## src/rtl/lapwm_pkg.sv

```systemverilog
package lapwm_pkg;
  // byte offsets of the word registers
  localparam int OFF_CNT    = 'h0;
  localparam int OFF_PERIOD = 'h4;
  localparam int OFF_DUTY   = 'h8;
  localparam int OFF_CTRL   = 'hC;

  // control bit positions
  localparam int BIT_EN     = 0;
  localparam int BIT_CONT   = 1;
  localparam int BIT_DUTYHI = 3;
  localparam int BIT_IDLEHI = 4;

  // writable control bits; alignment (5) and low-power (8) stay 0
  localparam int CTRL_MASK  = (1 << BIT_EN) | (1 << BIT_CONT) |
                              (1 << BIT_DUTYHI) | (1 << BIT_IDLEHI);

  typedef struct packed {
    logic run;
    logic dutyHigh;
    logic idleHigh;
  } pwmStrb_t;
endpackage

```

## src/rtl/lapwm_ctrl.sv

```systemverilog
module lapwm_ctrl
  import lapwm_pkg::*;
#(
  parameter int DATA_W = 32,
  parameter int ADDR_W = 4
) (
  input  logic              clk,
  input  logic              rstN,
  input  logic              busSel,
  input  logic              busWr,
  input  logic [ADDR_W-1:0] busAddr,
  input  logic [DATA_W-1:0] busWdata,
  input  logic [DATA_W-1:0] cntVal,
  output logic [DATA_W-1:0] busRdata,
  output logic [DATA_W-1:0] shPeriod,
  output logic [DATA_W-1:0] shDuty,
  output pwmStrb_t          strb
);
  localparam logic [DATA_W-1:0] MASK = DATA_W'(CTRL_MASK);

  logic [DATA_W-1:0] ctrlReg;
  logic              wrEn;

  assign wrEn = busSel && busWr;

  always_ff @(posedge clk) begin
    if (!rstN) begin
      shPeriod <= '0;
      shDuty   <= '0;
      ctrlReg  <= '0;
    end else if (wrEn) begin
      if (busAddr == ADDR_W'(OFF_PERIOD)) shPeriod <= busWdata;
      if (busAddr == ADDR_W'(OFF_DUTY))   shDuty   <= busWdata;
      if (busAddr == ADDR_W'(OFF_CTRL))   ctrlReg  <= busWdata & MASK;
    end
  end

  always_comb begin
    strb.run      = ctrlReg[BIT_EN] && ctrlReg[BIT_CONT];
    strb.dutyHigh = ctrlReg[BIT_DUTYHI];
    strb.idleHigh = ctrlReg[BIT_IDLEHI];
  end

  always_comb begin
    busRdata = '0;
    if (busAddr == ADDR_W'(OFF_CNT))         busRdata = cntVal;
    else if (busAddr == ADDR_W'(OFF_PERIOD)) busRdata = shPeriod;
    else if (busAddr == ADDR_W'(OFF_DUTY))   busRdata = shDuty;
    else if (busAddr == ADDR_W'(OFF_CTRL))   busRdata = ctrlReg;
  end
endmodule

```

## src/rtl/lapwm_dp.sv

```systemverilog
module lapwm_dp
  import lapwm_pkg::*;
#(
  parameter int DATA_W = 32,
  parameter int PRESC  = 1
) (
  input  logic              clk,
  input  logic              rstN,
  input  pwmStrb_t          strb,
  input  logic [DATA_W-1:0] shPeriod,
  input  logic [DATA_W-1:0] shDuty,
  output logic [DATA_W-1:0] cnt,
  output logic [DATA_W-1:0] actPeriod,
  output logic [DATA_W-1:0] actDuty,
  output logic              pwmOut
);
  logic tick;
  logic wrap;

  generate
    if (PRESC <= 1) begin : g_noPresc
      assign tick = 1'b1;
    end else begin : g_presc
      localparam int PW = $clog2(PRESC);
      logic [PW-1:0] preCnt;
      always_ff @(posedge clk) begin
        if (!rstN || !strb.run)              preCnt <= '0;
        else if (preCnt == PW'(PRESC - 1))   preCnt <= '0;
        else                                 preCnt <= preCnt + PW'(1);
      end
      assign tick = (preCnt == PW'(PRESC - 1));
    end
  endgenerate

  assign wrap = (actPeriod == '0) || (cnt >= actPeriod - DATA_W'(1));

  always_ff @(posedge clk) begin
    if (!rstN) begin
      cnt       <= '0;
      actPeriod <= '0;
      actDuty   <= '0;
    end else if (!strb.run) begin
      cnt       <= '0;
      actPeriod <= shPeriod;
      actDuty   <= shDuty;
    end else if (tick) begin
      if (wrap) begin
        cnt       <= '0;
        actPeriod <= shPeriod;
        actDuty   <= shDuty;
      end else begin
        cnt <= cnt + DATA_W'(1);
      end
    end
  end

  always_comb begin
    if (!strb.run || actPeriod == '0) pwmOut = strb.idleHigh;
    else if (cnt < actDuty)           pwmOut = strb.dutyHigh;
    else                              pwmOut = !strb.dutyHigh;
  end
endmodule

```

## src/rtl/lapwm_top.sv

```systemverilog
module lapwm_top
  import lapwm_pkg::*;
#(
  parameter int DATA_W = 32,
  parameter int ADDR_W = 4,
  parameter int PRESC  = 1
) (
  input  logic              clk,
  input  logic              rstN,
  input  logic              busSel,
  input  logic              busWr,
  input  logic [ADDR_W-1:0] busAddr,
  input  logic [DATA_W-1:0] busWdata,
  output logic [DATA_W-1:0] busRdata,
  output logic              pwmOut
);
  pwmStrb_t          strb;
  logic [DATA_W-1:0] shPeriod;
  logic [DATA_W-1:0] shDuty;
  logic [DATA_W-1:0] cnt;
  logic [DATA_W-1:0] actPeriod;
  logic [DATA_W-1:0] actDuty;

  lapwm_ctrl #(.DATA_W(DATA_W), .ADDR_W(ADDR_W)) uCtrl (
    .clk(clk), .rstN(rstN), .busSel(busSel), .busWr(busWr),
    .busAddr(busAddr), .busWdata(busWdata), .cntVal(cnt),
    .busRdata(busRdata), .shPeriod(shPeriod), .shDuty(shDuty),
    .strb(strb)
  );

  lapwm_dp #(.DATA_W(DATA_W), .PRESC(PRESC)) uDp (
    .clk(clk), .rstN(rstN), .strb(strb), .shPeriod(shPeriod),
    .shDuty(shDuty), .cnt(cnt), .actPeriod(actPeriod),
    .actDuty(actDuty), .pwmOut(pwmOut)
  );
endmodule

```

## config.mk

```make
export PLATFORM = sky130hd
export DESIGN_NAME = lapwm_top
export DESIGN_NICKNAME = d
export VERILOG_FILES = /design/src/rtl/lapwm_pkg.sv /design/src/rtl/lapwm_ctrl.sv /design/src/rtl/lapwm_dp.sv /design/src/rtl/lapwm_top.sv
export SDC_FILE = /design/constraint.sdc
export NUM_CORES = 1
export LEC_CHECK = 0
export BUFFER_PORTS_ARGS = -buffer_cell sky130_fd_sc_hd__buf_2
export CAP_MARGIN = 10
export CELL_PAD_IN_SITES_DETAIL_PLACEMENT = 1
export CELL_PAD_IN_SITES_GLOBAL_PLACEMENT = 1
export CORE_UTILIZATION = 25
export CTS_BUF_LIST = sky130_fd_sc_hd__clkbuf_4
export DETAILED_ROUTE_END_ITERATION = 8
export PLACE_DENSITY_LB_ADDON = 0.2
export SETUP_SLACK_MARGIN = 0.5
export SYNTH_ARGS = -nofsm -noshare
export SYNTH_HDL_FRONTEND = slang
export SYNTH_HIERARCHICAL = 1
export SYNTH_SLANG_ARGS = --single-unit
export TNS_END_PERCENT = 1
```

## constraint.sdc

```tcl
create_clock -name clk -period 5.9 [get_ports clk]
set_clock_uncertainty 0.05 [all_clocks]
set_input_delay 0.59 -clock clk [delete_from_list [all_inputs] [get_ports clk]]
set_output_delay 0.59 -clock clk [all_outputs]
set_load 0.03 [all_outputs]
```

==> flow_summary.yaml <==
global_route:
  grt_max_degree: 142
  grt_pass1_wl_mm: 43.51
  grt_pass1_vias: 7853
  met2_usage_pct: 25.02
  track_usage_pct: 14.65
  grt_util_met3_pct: 2.261
  antenna_found_initial: 1
  met1_usage_pct: 19.21
  grt_overflow_total: 0
  grt-busiest-layer: "met2"
clocking:
  postCtsSetupBuffers: 0
  ctsHoldBuffers: 0
  htree_levels: 4
  clkLatencyLatePin_ps: 590
  clkSinkCount: 164
  clockRootBuffer: "clkbuf_4"
  cts_tree: "yes"
  clk_pin_slew_ps: 160
  numCtsBuffers: 17
  clock_path_buffers: 2
layout:
  syn_to_final_growth_pct: 11.37
  layout_common_cells: "nand2_1, dfxtp_1, mux2i_1, buf_2, inv_1"
  nNetsFinal: 1204
  drive_above_1_share_pct: 12.14
  final_area_um2: 10260
  layout_commonest_cell: "nand2_1"
critical_path:
  cp_cell_sequence: "or4_1 -> or3_1 -> or4_1 -> nor3_2 -> nand3b_1 -> xor2_1 -> ha_1 -> nand4_1 -> or4_1 -> o31ai_1 -> or4_4 -> buf_4 -> nor3_1"
  critPathMaxStageDelay_ps: 580
  path_max_fanout: 16
  crit_buf_inv: 1
  crit_path_start_kind: "flip-flop"
  cp_top_family: "simple AND/OR/NAND/NOR gates"
  endpoint_kind: "flip-flop"
  crit_type: "reg -> reg"
  cp_common_cell: "or4_1"
  arrival_ps: 5270
  crit_required_ps: 6290
  crit_slowest_cell: "or4_1"
  r2r_setup_slack_ps: 1020
floorplanning:
  die_width_um: 194.0
  die_h_um: 194.0
  die_area_um2: 37630
  core_area_um2: 35910
  core.rowCount: 69
  start_util_pct: 25.65
  io_pins: 73
pwr:
  power.total_w: 0.002060
  switching_share_pct: 26.92
  power_switching_w: 0.0005544
  seqPwrFrac_pct: 54.3
  pwr-share-clk_pct: 39.6
  p_int_w: 0.001505
  power_density_nw_per_um2: 200.7
  ir_worst_vdd_mv: 0.1199
  pwr-share-comb_pct: 6.1
  power.leakage_nw: 4.069
sta:
  hold_viol: 0
  fin_crit_sh_pct: 82.79
  finalSetupTns_ps: 0
  slew_viol_final: 0
  setup_violations: 0
  hold_ws_ps: 201.7
  period_needed_ps: 4885
  slew_headroom_pct: 33.87
  max_freq_ghz: 0.2047
  worst_slew_pin_slew_ps: 990.8
  rsz0062_at_grt: "false"
route:
  drtAntennaViolNets: 0
  drt-vias-per-instance: 4.784
  first_pass_iters: 5
  drtIter0Drc: 397
  drt_wl_total_mm: 26.88
  num_vias: 7530
  post-route-drc-count: 0
  wl_per_cell_um: 17.07
hold_path:
  hold_class: "in -> reg"
job:
  max_cap_violations: 0
synth:
  avgSynthCellArea_um2: 8.725
  synth_edf_count: 0
  syn_area_um2: 9214
  ys_ff_latch: 164
  async_flop_share_pct: 0
  synth_cells: 1056
  yosysSeqAreaShare_pct: 35.63
  syn-num-nets: 1161
  yosysUniqueCellTypes: 49
  synthFlopType: "dfxtp_1"
  synth_warnings: 6
run_status:
  outcome: "completed"
place:
  dpl.hpwl_mm: 19.08
  routabilityCongestion: 0.7977
  io_buffers: 72
  dpl-instance-area_um2: 9908
power by group through the flow:
stage                     sequential [W]  clock, W  combinational [W]
after floorplan                  0.00114         0          0.0000879
after global placement           0.00114         0           0.000127
after detailed placement         0.00114         0           0.000129
after CTS                        0.00112  0.000854           0.000130
after global routing             0.00112  0.000901           0.000142
final                            0.00112  0.000816           0.000126
cells in the mapped netlist, types with 2 or more instances:
cell type  instances  area [µm²]
nand2_1          269        1010
dfxtp_1          164        3283
mux2i_1          132        1321
inv_1             67       251.5
ha_1              65       813.3
nor3_1            43       215.2
xnor2_1           31       271.5
clkbuf_1          29       108.9
nor2_1            29       108.9
xor2_1            29       254.0
a222oi_1          28       280.3
a21oi_1           22       110.1
nand3_1           17       85.08
buf_2             13       65.06
o21ai_0           11       55.05
nand4_1           10       62.56
buf_6              9       101.4
and3_1             8       50.05
or4_1              8       60.06
nor4_1             6       37.54
and4_1             5       43.79
or3_1              5       31.28
a211oi_1           4       30.03
and2b_2            4       35.03
mux4_2             4       90.09
nand2b_1           4       25.02
nor2b_1            4       25.02
a221oi_1           3       26.28
buf_4              3       22.52
buf_8              3       45.04
nand3b_1           3       22.52
o31ai_1            3       22.52
a21o_1             2       15.01
a31oi_1            2       12.51
and2_1             2       12.51
nor4_4             2       42.54
sequential cells by signal (all words and copies together) (netlist names):
register / count
uCtrl/shDuty: 32
uDp/actDuty: 32
uDp/actPeriod: 32
uDp/cnt: 32
uCtrl/ctrlReg: 4
uCtrl/shPeriod: 32
final cells by class:
cell class	count	area, µm²
Inverter	67	251.5
Sequential cell	164	3283
Tap cell	461	576.8
Multi-Input combinational cell	766	5323
Clock inverter	15	219.0
Fill cell	4285	25650
Timing Repair Buffer	83	478.0
Antenna cell	1	2.502
Clock buffer	17	127.6
metal layers:
layer	vias to the layer above	part of all wire, %	routed length (µm)
li1	3721	-	-
met2	78	48	12950
met1	3715	48	13030
met3	16	2.4	638
met5	-	0	0
met4	0	0.93	249
through the flow:
stage,setup slack [ps],cells,util (%)
floorplan,1688,1056,-
global placement,804.1,1540,27.56
detailed placement,753.8,1541,27.59
CTS,716.6,1573,28.55
global route,639.5,1574,28.57
finish,1015,1574,28.57
path summary, 6_finish.rpt:
check                           end                from  cells past startpoint
setup reg to reg        uDp/cnt[13]   uDp/actPeriod[10]                     13
setup / recovery        uDp/cnt[13]   uDp/actPeriod[10]                     13
hold / removal      uCtrl/shDuty[6]         busWdata[6]                      3
hold reg to reg   uDp/actPeriod[18]  uCtrl/shPeriod[18]                      2
worst min-delay path, delay by kind of cell:
| family | cells | cell delay, ps |
|---|---|---|
| and+or+nand+nor | 1 | 60 |
| muxes | 1 | 70 |
| buffers and inverters | 1 | 90 |
timing repair:
action                                 CTS  global route
resized for setup                        0             1
setup endpoints to repair                0            16
endpoints found under the hold margin    0             0
cells by family after synthesis:
group	Yosys count	share of synthesized area [%]
AO/OA/AOI/OAI	78	6.274
XOR/XNOR	60	5.703
adder cells (fa/ha/maj)	65	8.827
flip-flops	164	35.63
AND/OR/NAND/NOR	427	21.43
multiplexers	136	15.32
buffers and inverters	126	6.817
Note: power is estimated with default switching activity, not from simulation.
